$ cat src/rtl/mdio_cmd_pkg.sv
// Package: shared constants and types of the management command engine.
// Assumes Clause 22 framing with a fixed 32-bit preamble.
package mdio_cmd_pkg;
    localparam int PHY_AW    = 5;
    localparam int REG_AW    = 5;
    localparam int DATA_W    = 16;
    localparam int PRE_LEN   = 32;
    localparam int FRAME_LEN = PRE_LEN + 4 + PHY_AW + REG_AW + 2 + DATA_W;
    localparam int TA_POS    = PRE_LEN + 4 + PHY_AW + REG_AW;
    localparam int CNT_W     = $clog2(FRAME_LEN);

    // Command word field positions
    localparam int BIT_START = 29;
    localparam int BIT_FAIL  = 28;
    localparam int OP_LO     = 26;
    localparam int PHY_LO    = 21;
    localparam int REG_LO    = 16;

    typedef enum logic [1:0] {
        OP_RSV0 = 2'b00,
        OP_WR   = 2'b01,
        OP_RD   = 2'b10,
        OP_RSV3 = 2'b11
    } mdio_op_e;
endpackage

$ cat src/rtl/mdio_clk_div.sv
// Module: management clock divider.
// Produces MDC with a half period of DIV_HALF system cycles while run is
// high, plus one-cycle rise/fall events aligned to the edge that toggles MDC.
// Assumes DIV_HALF >= 1; MDC is forced low and the phase restarts when idle.
module mdio_clk_div #(
    parameter int DIV_HALF = 2
) (
    input  logic clk,
    input  logic rst_n,
    input  logic run,
    output logic mdc,
    output logic rise_ev,
    output logic fall_ev
);
    localparam int DW = (DIV_HALF > 1) ? $clog2(DIV_HALF) : 1;
    localparam logic [DW-1:0] TERM = DW'(DIV_HALF - 1);

    logic [DW-1:0] cnt;
    logic          tick;

    assign tick    = run && (cnt == TERM);
    assign rise_ev = tick && !mdc;
    assign fall_ev = tick && mdc;

    // Half-period counter and MDC toggle flop
    always_ff @(posedge clk) begin
        if (!rst_n) begin
            cnt <= '0;
            mdc <= 1'b0;
        end else if (!run) begin
            cnt <= '0;
            mdc <= 1'b0;
        end else if (tick) begin
            cnt <= '0;
            mdc <= ~mdc;
        end else begin
            cnt <= cnt + 1'b1;
        end
    end

    // the management clock idles low
    p_mdc_idle_low_r4: assert property (@(posedge clk) disable iff (!rst_n)
        !run |-> !mdc);
endmodule

$ cat src/rtl/mdio_frame_seq.sv
// Module: frame sequencer.
// Shifts out one 64-bit Clause 22 frame, one bit per MDC period, changing the
// output on fall events. For reads it releases the line at the turnaround,
// checks the second turnaround bit and shifts in 16 data bits on rise events.
// Assumes launch arrives only while no frame is active.
module mdio_frame_seq
    import mdio_cmd_pkg::*;
(
    input  logic              clk,
    input  logic              rst_n,
    input  logic              launch,
    input  logic              ld_rd,
    input  logic [PHY_AW-1:0] ld_phy,
    input  logic [REG_AW-1:0] ld_reg,
    input  logic [DATA_W-1:0] ld_data,
    input  logic              rise_ev,
    input  logic              fall_ev,
    input  logic              mdio_i,
    output logic              mdio_o,
    output logic              mdio_oe,
    output logic              done,
    output logic [DATA_W-1:0] rd_data,
    output logic              rd_fail
);
    localparam logic [CNT_W-1:0] LAST_BIT  = CNT_W'(FRAME_LEN - 1);
    localparam logic [CNT_W-1:0] REL_BIT   = CNT_W'(TA_POS - 1);
    localparam logic [CNT_W-1:0] TA2_BIT   = CNT_W'(TA_POS + 1);
    localparam logic [CNT_W-1:0] DATA0_BIT = CNT_W'(TA_POS + 2);

    logic [FRAME_LEN-1:0] shreg;
    logic [CNT_W-1:0]     bitcnt;
    logic                 active;
    logic                 is_rd;
    logic                 oe_q;
    logic [DATA_W-1:0]    rd_shift;
    logic                 fail_q;
    logic [1:0]           op_bits;
    logic [1:0]           ta_bits;
    logic [DATA_W-1:0]    data_bits;

    assign done      = active && fall_ev && (bitcnt == LAST_BIT);
    assign mdio_oe   = oe_q;
    assign mdio_o    = oe_q && shreg[FRAME_LEN-1];
    assign rd_data   = rd_shift;
    assign rd_fail   = fail_q;
    assign op_bits   = ld_rd ? OP_RD : OP_WR;
    assign ta_bits   = ld_rd ? 2'b11 : 2'b10;
    assign data_bits = ld_rd ? {DATA_W{1'b1}} : ld_data;

    // Output shifter, bit counter and output enable, advanced on fall events
    always_ff @(posedge clk) begin
        if (!rst_n) begin
            shreg  <= '0;
            bitcnt <= '0;
            active <= 1'b0;
            is_rd  <= 1'b0;
            oe_q   <= 1'b0;
        end else if (launch) begin
            shreg  <= {{PRE_LEN{1'b1}}, 2'b01, op_bits, ld_phy, ld_reg, ta_bits, data_bits};
            bitcnt <= '0;
            active <= 1'b1;
            is_rd  <= ld_rd;
            oe_q   <= 1'b1;
        end else if (active && fall_ev) begin
            if (bitcnt == LAST_BIT) begin
                active <= 1'b0;
                oe_q   <= 1'b0;
            end else begin
                bitcnt <= bitcnt + 1'b1;
                shreg  <= {shreg[FRAME_LEN-2:0], 1'b0};
                if (is_rd && (bitcnt == REL_BIT)) begin
                    oe_q <= 1'b0;
                end
            end
        end
    end

    // Input capture of the turnaround check and read data on rise events
    always_ff @(posedge clk) begin
        if (!rst_n) begin
            rd_shift <= '0;
            fail_q   <= 1'b0;
        end else if (launch) begin
            fail_q <= 1'b0;
        end else if (active && rise_ev && is_rd) begin
            if (bitcnt == TA2_BIT) begin
                fail_q <= mdio_i;
            end
            if (bitcnt >= DATA0_BIT) begin
                rd_shift <= {rd_shift[DATA_W-2:0], mdio_i};
            end
        end
    end

    // every preamble bit driven is a one
    p_preamble_ones_r5: assert property (@(posedge clk) disable iff (!rst_n)
        (active && mdio_oe && (bitcnt < CNT_W'(PRE_LEN))) |-> mdio_o);

    // a read never drives the line from the turnaround onward
    p_read_release_r6: assert property (@(posedge clk) disable iff (!rst_n)
        (active && is_rd && (bitcnt >= CNT_W'(TA_POS))) |-> !mdio_oe);

    // the frame ends on the fall that completes the last bit
    p_frame_ends_r3: assert property (@(posedge clk) disable iff (!rst_n)
        done |=> (!active && !mdio_oe));
endmodule

$ cat src/rtl/mdio_cmd_reg.sv
// Module: command word register.
// Holds opcode, addresses, data, busy and read-fail. It accepts writes only
// while idle, starts a frame on a valid opcode with the start bit set, and
// folds the read result back in when the frame completes.
module mdio_cmd_reg
    import mdio_cmd_pkg::*;
(
    input  logic              clk,
    input  logic              rst_n,
    input  logic              reg_wr,
    input  logic [31:0]       reg_wdata,
    input  logic              done,
    input  logic [DATA_W-1:0] rd_data,
    input  logic              rd_fail,
    output logic [31:0]       reg_rdata,
    output logic              launch
);
    mdio_op_e          op_q;
    logic [PHY_AW-1:0] phy_q;
    logic [REG_AW-1:0] reg_q;
    logic [DATA_W-1:0] data_q;
    logic              busy_q;
    logic              fail_q;
    logic              wr_ok;
    mdio_op_e          op_in;
    logic              unused_bits;

    assign wr_ok       = reg_wr && !busy_q;
    assign op_in       = mdio_op_e'(reg_wdata[OP_LO+1:OP_LO]);
    assign launch      = wr_ok && reg_wdata[BIT_START] && ((op_in == OP_RD) || (op_in == OP_WR));
    assign reg_rdata   = {2'b00, busy_q, fail_q, op_q, phy_q, reg_q, data_q};
    assign unused_bits = ^{reg_wdata[31:30], reg_wdata[BIT_FAIL]};

    // Field storage, busy and fail update
    always_ff @(posedge clk) begin
        if (!rst_n) begin
            op_q   <= OP_RSV0;
            phy_q  <= '0;
            reg_q  <= '0;
            data_q <= '0;
            busy_q <= 1'b0;
            fail_q <= 1'b0;
        end else if (wr_ok) begin
            op_q   <= op_in;
            phy_q  <= reg_wdata[PHY_LO +: PHY_AW];
            reg_q  <= reg_wdata[REG_LO +: REG_AW];
            data_q <= reg_wdata[DATA_W-1:0];
            if (launch) begin
                busy_q <= 1'b1;
                fail_q <= 1'b0;
            end
        end else if (done) begin
            busy_q <= 1'b0;
            if (op_q == OP_RD) begin
                data_q <= rd_data;
                fail_q <= rd_fail;
            end
        end
    end

    // a write while busy leaves the stored fields unchanged
    p_ignore_busy_r8: assert property (@(posedge clk) disable iff (!rst_n)
        (busy_q && reg_wr) |=> ($stable(op_q) && $stable(phy_q) && $stable(reg_q)));

    // read-fail only ever rises after a read
    p_fail_read_only_r7: assert property (@(posedge clk) disable iff (!rst_n)
        $rose(fail_q) |-> (op_q == OP_RD));

    // busy only rises for a valid opcode
    p_busy_valid_op_r9: assert property (@(posedge clk) disable iff (!rst_n)
        $rose(busy_q) |-> ((op_q == OP_RD) || (op_q == OP_WR)));
endmodule

$ cat src/rtl/mdio_cmd_engine.sv
// Module: management command engine top.
// Ties the command word register, the clock divider and the frame sequencer
// together. The divider runs exactly while the command word shows busy.
module mdio_cmd_engine
    import mdio_cmd_pkg::*;
#(
    parameter int DIV_HALF = 2
) (
    input  logic        clk,
    input  logic        rst_n,
    input  logic        reg_wr,
    input  logic [31:0] reg_wdata,
    output logic [31:0] reg_rdata,
    output logic        mdc,
    output logic        mdio_o,
    output logic        mdio_oe,
    input  logic        mdio_i
);
    logic              launch;
    logic              done;
    logic              rise_ev;
    logic              fall_ev;
    logic [DATA_W-1:0] rd_data;
    logic              rd_fail;
    logic              run;

    assign run = reg_rdata[BIT_START];

    mdio_cmd_reg u_cmd (
        .clk       (clk),
        .rst_n     (rst_n),
        .reg_wr    (reg_wr),
        .reg_wdata (reg_wdata),
        .done      (done),
        .rd_data   (rd_data),
        .rd_fail   (rd_fail),
        .reg_rdata (reg_rdata),
        .launch    (launch)
    );

    mdio_clk_div #(.DIV_HALF(DIV_HALF)) u_div (
        .clk     (clk),
        .rst_n   (rst_n),
        .run     (run),
        .mdc     (mdc),
        .rise_ev (rise_ev),
        .fall_ev (fall_ev)
    );

    mdio_frame_seq u_seq (
        .clk     (clk),
        .rst_n   (rst_n),
        .launch  (launch),
        .ld_rd   (reg_wdata[OP_LO+1:OP_LO] == OP_RD),
        .ld_phy  (reg_wdata[PHY_LO +: PHY_AW]),
        .ld_reg  (reg_wdata[REG_LO +: REG_AW]),
        .ld_data (reg_wdata[DATA_W-1:0]),
        .rise_ev (rise_ev),
        .fall_ev (fall_ev),
        .mdio_i  (mdio_i),
        .mdio_o  (mdio_o),
        .mdio_oe (mdio_oe),
        .done    (done),
        .rd_data (rd_data),
        .rd_fail (rd_fail)
    );
endmodule

$ cat config.mk
export PLATFORM = sky130hd
export DESIGN_NAME = mdio_cmd_engine
export DESIGN_NICKNAME = d
export VERILOG_FILES = /design/src/rtl/mdio_cmd_pkg.sv /design/src/rtl/mdio_clk_div.sv /design/src/rtl/mdio_frame_seq.sv /design/src/rtl/mdio_cmd_reg.sv /design/src/rtl/mdio_cmd_engine.sv
export SDC_FILE = /design/constraint.sdc
export NUM_CORES = 1
export LEC_CHECK = 0
export BUFFER_PORTS_ARGS = -buffer_cell sky130_fd_sc_hd__clkbuf_2
export CAP_MARGIN = 20
export CELL_PAD_IN_SITES_DETAIL_PLACEMENT = 1
export CELL_PAD_IN_SITES_GLOBAL_PLACEMENT = 1
export CORE_UTILIZATION = 46
export DETAILED_ROUTE_END_ITERATION = 10
export PLACE_DENSITY = 0.8
export SYNTH_ARGS = -nofsm -noshare
export SYNTH_HDL_FRONTEND = slang
export SYNTH_HIERARCHICAL = 1
export SYNTH_SLANG_ARGS = --single-unit
$ cat constraint.sdc
create_clock -name clk -period 3.1 [get_ports clk]
set_input_delay 0.62 -clock clk [delete_from_list [all_inputs] [get_ports clk]]
set_output_delay 0.62 -clock clk [all_outputs]
set_load 0.01 [all_outputs]
==> summary.md, run 1 <==
| Metric | Value |
|---|---|
| Max VDD drop | `around 0.00043 V` |
| Flop pwr share | `0.437` |
| Gr ovfl total | `0` |
| Synth Area in Compound Gates | `0.239` |
| Area of the multi-input gates | `about 2100 um^2` |
| Drt via density | `about 5.7` |
| Period utilization | `0.748` |
| First-pass GRT wire length | `approximately 22000 um` |
| Area Overhead vs Synth | `19.3%` |
| Fraction of synthesized area in multiplexers | `0.0354` |
| Core area | `around 10000 um^2` |
| TNS Setup | `0 ns` |
| Combinational Power Share | `0.067` |
| Setup Buffers After CTS | `0` |
| CTS resizes | `0` |
| LEAKAGE | `between 2 and 2.5 nW` |
| Die area | `10900 um^2` |
| Sw frac | `0.225` |
| RSZ-0062 raised after global routing | `false` |
| Clock Tree Buf Depth | `2` |
| Initial Util | `0.483` |
| Kind of critical path | `reg2reg` |
| GRT Total Usage | `0.250` |
| Cell Int Power | `about 3 mW` |
| Setup-failing EPs final | `0` |
| Reg clk slew, reported paths | `0.05 ns` |
| Detailed Route Iter0 Violations | `approximately 130` |
| Register area | `~2400 um^2` |
| Tmin final | `2.32 ns` |
| Clk sinks | `122` |
| YS warnings | `6` |
| Adder-Cell Fraction of Synth Area | `0.00520` |
| Die Y | `104 um` |
| Critical path launch point type | `register` |
| XOR/XNOR Fraction of Synth Area | `0.00728` |
| Max Cap Violations | `0` |
| Io pins | `71` |
| Pre-CTS setup slack | `between 0.4 and 0.5 ns` |
| Drt pass-1 iters | `5` |
| Top_reg_cell synth | `dfxtp_1` |
| Hold Violations, Final | `0` |
| H-tree Lvls | `4` |
| Arrival time worst endpoint | `~2.8 ns` |
| Max Slew Vio Count | `0` |
| Antenna Nets Post-Route | `0` |
| Post-CTS Hold Fix Bufs | `0` |
| Clock share of power | `0.496` |
| Die X | `104 um` |
| Worst setup margin | `0.781 ns` |
| Cell row count | `36` |
| Post-synth EDFFs | `0` |
| Sw power | `roughly 0.87 mW` |
| Slew margin rel. | `0.431` |
| Root buf cell | `clkbuf_8` |
| Cell Area, Synth | `4810 um^2` |
| Fill count | `between 1000 and 1500` |
| N_diodes | `0` |
| NumNets Final | `around 600` |
| Post-DP HPWL | `approximately 8300 um` |
| Post-Synthesis Cells | `511` |
| Share of the yosys chip area belonging to registers | `0.508` |
| Final wirelength | `12800 um` |
| Worst-Margin Slew | `about 0.85 ns` |
| Vias in the first global route | `between 4000 and 5000` |
| Inserted Clock Buffers | `17` |
| CP required | `3.55 ns` |
| Largest family of logic cells by synthesized area | `compound AO/OA/AOI/OAI gates` |
| Largest net degree at the start of global routing | `38` |
| Asr flop ratio synth | `0` |
| Fmax achieved | `between 400 and 500 MHz` |
| Synth Area in Simple Gates | `0.148` |
| CTS tree | `built` |
| Routability cong. | `0.866` |
| Crit. End Element | `register` |
| Clk_skew | `0.00691 ns` |
| Crit path max fanout | `34` |
| Skew-Pair Late Insertion Delay | `0.51 ns` |
| Hold Crit Class | `in2reg` |
| Yosys reg bits | `122` |
| Unique masters post-synth | `50` |
| Wire length per cell | `18.0 um` |
| Vias post-DR | `between 4000 and 5000` |
| Initial antenna violation count | `0` |
| # DRC | `0` |
| Syn_area_per_cell | `about 9.4 um^2` |
| Status | `complete, no violations` |
| Ratio of cells with drive above 1 in the final layout | `0.206` |
| Pwr dens | `between 600 and 700 nW/um^2` |
| Port bufs | `65` |
## worst paths after layout
path	start	end	slack [ns]	cells after the start
hold / removal	reg_wdata[20]	u_cmd/reg_q[4]	0.35	3
setup reg to reg	u_cmd/busy_q	u_seq/shreg[35]	0.78	7
setup / recovery	u_cmd/busy_q	u_seq/shreg[35]	0.78	7
hold reg to reg	u_seq/shreg[6]	u_seq/shreg[6]	0.46	2
## synth_stat cells, types with 3 or more instances
| cell type | instances | area (um^2) |
|---|---|---|
| nor2_1 | 23 | 86.3 |
| buf_2 | 12 | 60.1 |
| o221a_1 | 30 | 338 |
| nand3_1 | 4 | 20.0 |
| o21ai_0 | 30 | 150 |
| a21oi_1 | 24 | 120 |
| buf_4 | 8 | 60.1 |
| nand2_1 | 106 | 398 |
| a31oi_1 | 30 | 188 |
| clkbuf_1 | 18 | 67.6 |
| dfxtp_1 | 122 | 2440 |
| nand2b_1 | 3 | 18.8 |
| buf_6 | 4 | 45.0 |
| and2_1 | 4 | 25.0 |
| mux2i_1 | 17 | 170 |
| o221ai_1 | 15 | 131 |
| nor3_1 | 4 | 20.0 |
| o221a_2 | 4 | 45.0 |
| a21boi_0 | 12 | 90.1 |
| inv_1 | 4 | 15.0 |
## flip-flops by register name, indices dropped and copies added (netlist names)
name           count
u_seq/shreg       64
u_cmd/data_q      16
u_seq/rd_data     16
u_seq/bitcnt       6
u_cmd/phy_q        5
u_cmd/reg_q        5
u_cmd/op_q         2
u_cmd/busy_q       1
u_cmd/fail_q       1
u_div/cnt          1
u_div/mdc          1
u_seq/active       1
u_seq/is_rd        1
u_seq/mdio_oe      1
u_seq/rd_fail      1
## layout by cell type, fill, tap and decap left out, drive strengths merged, types with 3 or more instances in the layout
cell type,n
nor3,5
dfxtp,122
o21ai,30
a31oi,31
a21boi,12
o221a,34
inv,5
o221ai,15
buf,13
nand2,107
clkinv,5
clkbuf,90
nand3,4
nor2,23
mux2i,17
nand2b,3
and3,4
a21oi,25
and2,4
## worst max-delay path: stages (launching register included)
cell and delay (ns):
dfxtp_1 0.36, and2b_1 0.22, and3_1 0.31, buf_4 0.30, clkinv_1 0.20, buf_4 0.27, nand2_4 0.30, o221a_1 0.27
## layout make-up
| type | instances | area share |
|---|---|---|
| inverter | 6 | 0.00392 |
| multi-input combinational | 340 | 0.367 |
| clock inverter | 7 | 0.0153 |
| tap | 133 | 0.0290 |
| sequential | 122 | 0.425 |
| clock buffer | 25 | 0.0861 |
| timing repair buffer | 78 | 0.0737 |
## power by group through the flow
stage	Combinational, mW	Clock [mW]	Sequential [mW]
3_5_place_dp	0.255	0	1.72
6_report	0.259	1.91	1.69
2_1_floorplan	0.147	0	1.72
4_1_cts	0.261	1.94	1.69
3_3_place_gp	0.247	0	1.71
5_1_grt	0.284	2.03	1.69
## cells by family (layout without fill, tap and decap cells)
family,count (synthesis),count (layout)
other,1,2
adder cells (fa/ha/maj),2,2
buffers and inverters,50,116
multiplexers,17,17
XOR/XNOR,4,4
flip-flops,122,122
AND/OR/NAND/NOR,161,161
AO/OA/AOI/OAI,154,154
## metal layers
metal  vias up  GRT usage  routed length, um
li1       1946          -                  -
met4         0     0.0755                 86
met1      2039      0.322               5960
met2        64      0.409               6390
met3        11     0.0633                376
met5         -          0                  0
## per-stage QoR
| step | total power, mW | instance area (um^2) | instances | hold slack [ns] | util |
|---|---|---|---|---|---|
| 2_1_floorplan | 1.87 | 4820 | 512 | 0.432 | - |
| 6_report | 3.86 | 5740 | 711 | 0.353 | 0.577 |
| 3_3_place_gp | 1.96 | 5160 | 679 | 0.439 | 0.518 |
| 3_5_place_dp | 1.97 | 5160 | 679 | 0.450 | 0.518 |
| 4_1_cts | 3.89 | 5740 | 711 | 0.335 | 0.577 |
| 5_1_grt | 4.01 | 5740 | 711 | 0.351 | 0.577 |
Power figures use the tool's default switching activity.
==> run 2, diff against run 1 <==
--- a/config.mk
+++ b/config.mk
@@ -9,9 +9,9 @@
 export CAP_MARGIN = 20
 export CELL_PAD_IN_SITES_DETAIL_PLACEMENT = 1
 export CELL_PAD_IN_SITES_GLOBAL_PLACEMENT = 1
-export CORE_UTILIZATION = 46
+export CORE_UTILIZATION = 39
 export DETAILED_ROUTE_END_ITERATION = 10
-export PLACE_DENSITY = 0.8
+export PLACE_DENSITY = 0.72
 export SYNTH_ARGS = -nofsm -noshare
 export SYNTH_HDL_FRONTEND = slang
 export SYNTH_HIERARCHICAL = 1
==> constraint.sdc (replaced) <==
create_clock -name clk -period 2.1 [get_ports clk]
set_input_delay 0.42 -clock clk [delete_from_list [all_inputs] [get_ports clk]]
set_output_delay 0.42 -clock clk [all_outputs]
set_load 0.01 [all_outputs]
==> run 2 against run 1 <==
  * Combinational power increased by 56%
  * Design area up 2.7%
  * Clock power is 46% higher
  * Highest routed layer unchanged
  * Register-to-register slack got worse by 0.61 ns
  * Cell count increased by 3.1%
  * Worst hold slack lost 0.087 ns
  * Largest power group unchanged
  * Power grew 47%
  * Wire length is 1.9% lower
==> summary.md, run 2 (synthesis gave the netlist of run 1 again) <==
| Metric | Value |
|---|---|
| Vias in the first global route | `4134` |
| N_diodes | `0` |
| Clk_skew | `0.00528 ns` |
| Kind of critical path | `reg2reg` |
| Root buf cell | `clkbuf_16` |
| Crit path max fanout | `17` |
| Wire length per cell | `approximately 17 um` |
| Post-DP HPWL | `~8600 um` |
| Cell row count | `40` |
| Routability cong. | `slightly below 0.9` |
| CTS resizes | `0` |
| Io pins | `71` |
| Max Slew Vio Count | `0` |
| Inserted Clock Buffers | `17` |
| Gr ovfl total | `0` |
| Crit. End Element | `register` |
| Antenna Nets Post-Route | `0` |
| First-pass GRT wire length | `between 20000 and 25000 um` |
| Setup Buffers After CTS | `0` |
| Largest Register | `u_seq/shreg` |
| RSZ-0062 raised after global routing | `false` |
| GRT Total Usage | `0.209` |
| LEAKAGE | `between 2 and 2.5 nW` |
| Fmax achieved | `519 MHz` |
| Max Cap Violations | `0` |
| Clock Tree Buf Depth | `2` |
| Skew-Pair Late Insertion Delay | `approximately 0.40 ns` |
| CTS tree | `built` |
| Die Y | `around 110 um` |
| Status | `complete, no violations` |
| H-tree Lvls | `4` |
| # DRC | `0` |
| Arrival time worst endpoint | `approximately 2.2 ns` |
| Critical path launch point type | `register` |
| Most used cells in the layout excluding fill and tap cells | `122 x dfxtp_1, 106 x nand2_1, 65 x clkbuf_2` |
| Final instance area | `between 5000 and 6000 um^2` |
| Period utilization | `0.918` |
| Die X | `between 100 and 150 um` |
| Drt pass-1 iters | `4` |
| Ratio of cells with drive above 1 in the final layout | `0.220` |
| Initial Util | `0.401` |
| Initial antenna violation count | `0` |
| Largest net degree at the start of global routing | `47` |
| Reg clk slew, reported paths | `0.05 ns` |
| Hold Violations, Final | `0` |
| Placed Area | `~5300 um^2` |
| CP required | `2.39 ns` |
| Port bufs | `65` |
| Detailed Route Iter0 Violations | `roughly 320` |
| Setup-failing EPs final | `0` |
| Clk sinks | `between 100 and 150` |
| Max reg flops | `64` |
| Vias post-DR | `4043` |
| Die area | `between 10000 and 15000 um^2` |
| Hold Crit Class | `in2reg` |
| Tmin final | `approximately 1.9 ns` |
| Post-CTS Hold Fix Bufs | `0` |
| Pwr dens | `a little under 1000 nW/um^2` |
| Reg2reg path depth | `7` |
| Final wirelength | `between 10000 and 15000 um` |
| Drt via density | `between 5 and 6` |
| Most common cell after layout, fill and taps aside | `dfxtp_1` |
| TNS Setup | `0 ns` |
| Core area | `12000 um^2` |
| Area Overhead vs Synth | `22.5%` |
| Max VDD drop | `0.000653 V` |
| NumNets Final | `613` |
| Hold depth | `3` |
-- run 2: final timing paths --
path              slack [ns]            start               to
setup / recovery        0.17     u_cmd/busy_q  u_seq/shreg[63]
hold reg to reg         0.45  u_seq/shreg[30]  u_seq/shreg[31]
setup reg to reg        0.17     u_cmd/busy_q  u_seq/shreg[63]
hold / removal          0.27    reg_wdata[24]   u_cmd/phy_q[3]
-- run 2: where the power goes --
| part | leakage, nW | total, mW | switching, mW | internal [mW] |
|---|---|---|---|---|
| registers | 0.996 | 2.49 | 0.0638 | 2.42 |
| logic | 0.925 | 0.403 | 0.234 | 0.169 |
| clock network | 0.284 | 2.78 | 0.965 | 1.81 |
-- run 2: stage by stage --
| stage | util | setup slack, ns | cells | power (mW) | hold WS, ns |
|---|---|---|---|---|---|
| after floorplan | - | 0.245 | 512 | 2.75 | 0.432 |
| after global placement | 0.444 | 0.107 | 703 | 2.92 | 0.439 |
| after detailed placement | 0.444 | 0.0834 | 703 | 2.94 | 0.451 |
| after CTS | 0.491 | 0.153 | 733 | 5.74 | 0.249 |
| after global routing | 0.491 | 0.0176 | 733 | 5.88 | 0.275 |
| final | 0.491 | 0.172 | 733 | 5.67 | 0.267 |
-- run 2: worst max-delay path, cell delays in order, from the launching register on --
cell	delay, ns
dfxtp_1	0.41
and2b_1	0.21
and3_1	0.21
buf_4	0.16
a21oi_1	0.26
a21oi_4	0.08
buf_4	0.21
o221a_2	0.27
-- run 2: layer usage --
layer,GRT usage,share of wire,up-vias
li1,-,-,1965
met1,0.262,0.45,1989
met2,0.340,0.49,74
met3,0.0648,0.040,15
met4,0.0763,0.017,0
met5,0,0,-
-- run 2: final cells by class --
type,instances,area (um^2)
clock buffers,21,470
repair buffers,88,573
fillers,1376,6120
multi-input cells,340,2110
clock inverters,9,97.6
inverters,6,22.5
flip-flops and latches,122,2440
well taps,147,184
==> run 3, diff against run 2 <==
--- a/config.mk
+++ b/config.mk
@@ -12,6 +12,7 @@
 export CORE_UTILIZATION = 39
 export DETAILED_ROUTE_END_ITERATION = 10
 export PLACE_DENSITY = 0.72
+export SETUP_SLACK_MARGIN = 0.4
 export SYNTH_ARGS = -nofsm -noshare
 export SYNTH_HDL_FRONTEND = slang
 export SYNTH_HIERARCHICAL = 1
==> run 3 against run 2 <==
  * Clock skew is 0.0029 ns higher
  * Largest cell class unchanged
  * Critical path type unchanged
  * Highest routed layer unchanged
  * Die area unchanged
  * Critical endpoint is now u_seq/shreg[3]
  * Utilization increased by 7.1 points
  * Cell count increased by 3.8%
  * Design area up 14%
==> summary.md, run 3 (synthesis gave the netlist of run 1 again) <==
| Metric | Value |
|---|---|
| Status | `complete, no violations` |
| Die X | `about 110 um` |
| Core area | `12000 um^2` |
| Most common cell after layout, fill and taps aside | `dfxtp_1` |
| RSZ-0062 raised after global routing | `true` |
| CTS tree | `built` |
| Initial Util | `0.401` |
| Clk sinks | `between 100 and 150` |
| Vias post-DR | `about 4300` |
| Port bufs | `65` |
| Antenna Nets Post-Route | `0` |
| Drt via density | `around 5.6` |
| Most used cells in the layout excluding fill and tap cells | `118 x dfxtp_1, 83 x nand2_1, 65 x clkbuf_2` |
| Hold Violations, Final | `0` |
| Fill count | `1314` |
| Max Cap Violations | `0` |
| Largest net degree at the start of global routing | `35` |
| Period utilization | `0.861` |
| Vias in the first global route | `around 4400` |
| Largest Register | `u_seq/shreg` |
| Crit path max fanout | `7` |
| Detailed Route Iter0 Violations | `231` |
| First-pass GRT wire length | `between 20000 and 25000 um` |
| N_diodes | `0` |
| GRT Total Usage | `0.235` |
| Fmax achieved | `roughly 550 MHz` |
| Initial antenna violation count | `0` |
| H-tree Lvls | `4` |
| # DRC | `0` |
| Gr ovfl total | `0` |
| Kind of critical path | `reg2reg` |
| Post-DP HPWL | `~8400 um` |
| Max VDD drop | `0.000706 V` |
| Tmin final | `between 1.5 and 2 ns` |
| Die area | `between 10000 and 15000 um^2` |
| Routability cong. | `just over 0.8` |
| Hold Crit Class | `in2reg` |
| Max reg flops | `64` |
| Arrival time worst endpoint | `between 2 and 2.5 ns` |
| TNS Setup | `0 ns` |
| Reg clk slew, reported paths | `roughly 0.06 ns` |
| Worst Hold Margin | `0.270 ns` |
| Wire length per cell | `20.1 um` |
| Clk_skew | `between 0.008 and 0.009 ns` |
| Die Y | `113 um` |
| NumNets Final | `about 640` |
| Crit. End Element | `register` |
| Cell row count | `40` |
| Io pins | `between 70 and 80` |
| Pwr dens | `between 900 and 1000 nW/um^2` |
| LEAKAGE | `between 2 and 3 nW` |
| Root buf cell | `clkbuf_16` |
| Final wirelength | `roughly 15000 um` |
| Skew-Pair Late Insertion Delay | `between 0.4 and 0.5 ns` |
| Drt pass-1 iters | `4` |
| Ratio of cells with drive above 1 in the final layout | `0.350` |
| Clock Tree Buf Depth | `2` |
| Area Overhead vs Synth | `40.2%` |
| CP required | `around 2.5 ns` |
| Inserted Clock Buffers | `17` |
| Critical path launch point type | `register` |
| Max Slew Vio Count | `0` |
| Setup-failing EPs final | `0` |
[run 3: cell types whose count changed in the layout (fill, tap and decap cells not counted), moves of 4 or more]
cell | before | now
nand2_2 | 0 | 18
a21oi_2 | 0 | 5
o221ai_1 | 15 | 3
a21oi_1 | 24 | 18
buf_16 | 0 | 6
buf_6 | 0 | 8
buf_4 | 17 | 23
o221ai_2 | 0 | 11
dfxtp_1 | 122 | 118
nand2_1 | 106 | 83
[run 3: critical path, cell delays in order, from the launching register on]
cell      delay, ns
dfxtp_4        0.35
and2b_1        0.22
and3_4         0.20
and3b_2        0.24
a21oi_4        0.19
buf_6          0.16
buf_12         0.12
o221ai_1       0.11
a21oi_1        0.14
[run 3: final timing paths]
| kind | slack, ns | cells after the start | from | end |
|---|---|---|---|---|
| worst min-delay path | 0.27 | 3 | reg_wdata[22] | u_cmd/phy_q[1] |
| worst min register to register | 0.46 | 2 | u_seq/shreg[6] | u_seq/shreg[6] |
| worst max-delay path | 0.29 | 8 | u_cmd/busy_q | u_seq/shreg[3] |
| worst max register to register | 0.29 | 8 | u_cmd/busy_q | u_seq/shreg[3] |
[run 3: area by class of cell]
cell class	count	area, um^2	area share
Tap cell	147	184	0.0273
Inverter	6	30.0	0.00445
Clock buffer	22	484	0.0718
Multi-Input combinational cell	341	2420	0.359
Sequential cell	122	2450	0.364
Timing Repair Buffer	115	1000	0.149
Clock inverter	8	165	0.0245
[run 3: per-layer routing]
layer,part of all wire,vias up,track usage
met5,0,-,0
met1,0.44,2152,0.291
met3,0.032,19,0.0584
met2,0.51,92,0.402
li1,-,2033,-
met4,0.016,0,0.0711
[run 3: stage by stage]
stage	util	area (um^2)	std cells	total power [mW]	worst slack [ns]
floorplan	-	4870	512	2.76	0.343
global route	0.562	6750	761	6.44	0.245
detailed placement	0.446	5350	704	2.94	0.0775
global placement	0.446	5350	704	2.92	0.155
finish	0.562	6750	761	6.26	0.293
CTS	0.535	6430	752	6.24	0.322
[run 3: repair_timing]
| action | in CTS | in global routing |
|---|---|---|
| pin swaps | 23 | 33 |
| gates resized for setup | 41 | 55 |
| cloned | 6 | 5 |
| setup buffers | 12 | 4 |
| hold buffers | 0 | 0 |
| endpoints found under the setup margin | 88 | 96 |
[run 3: where the power goes]
group	switching (mW)	internal, mW
sequential	0.0705	2.42
combinational	0.278	0.225
clock	1.05	2.21
total	1.40	4.86
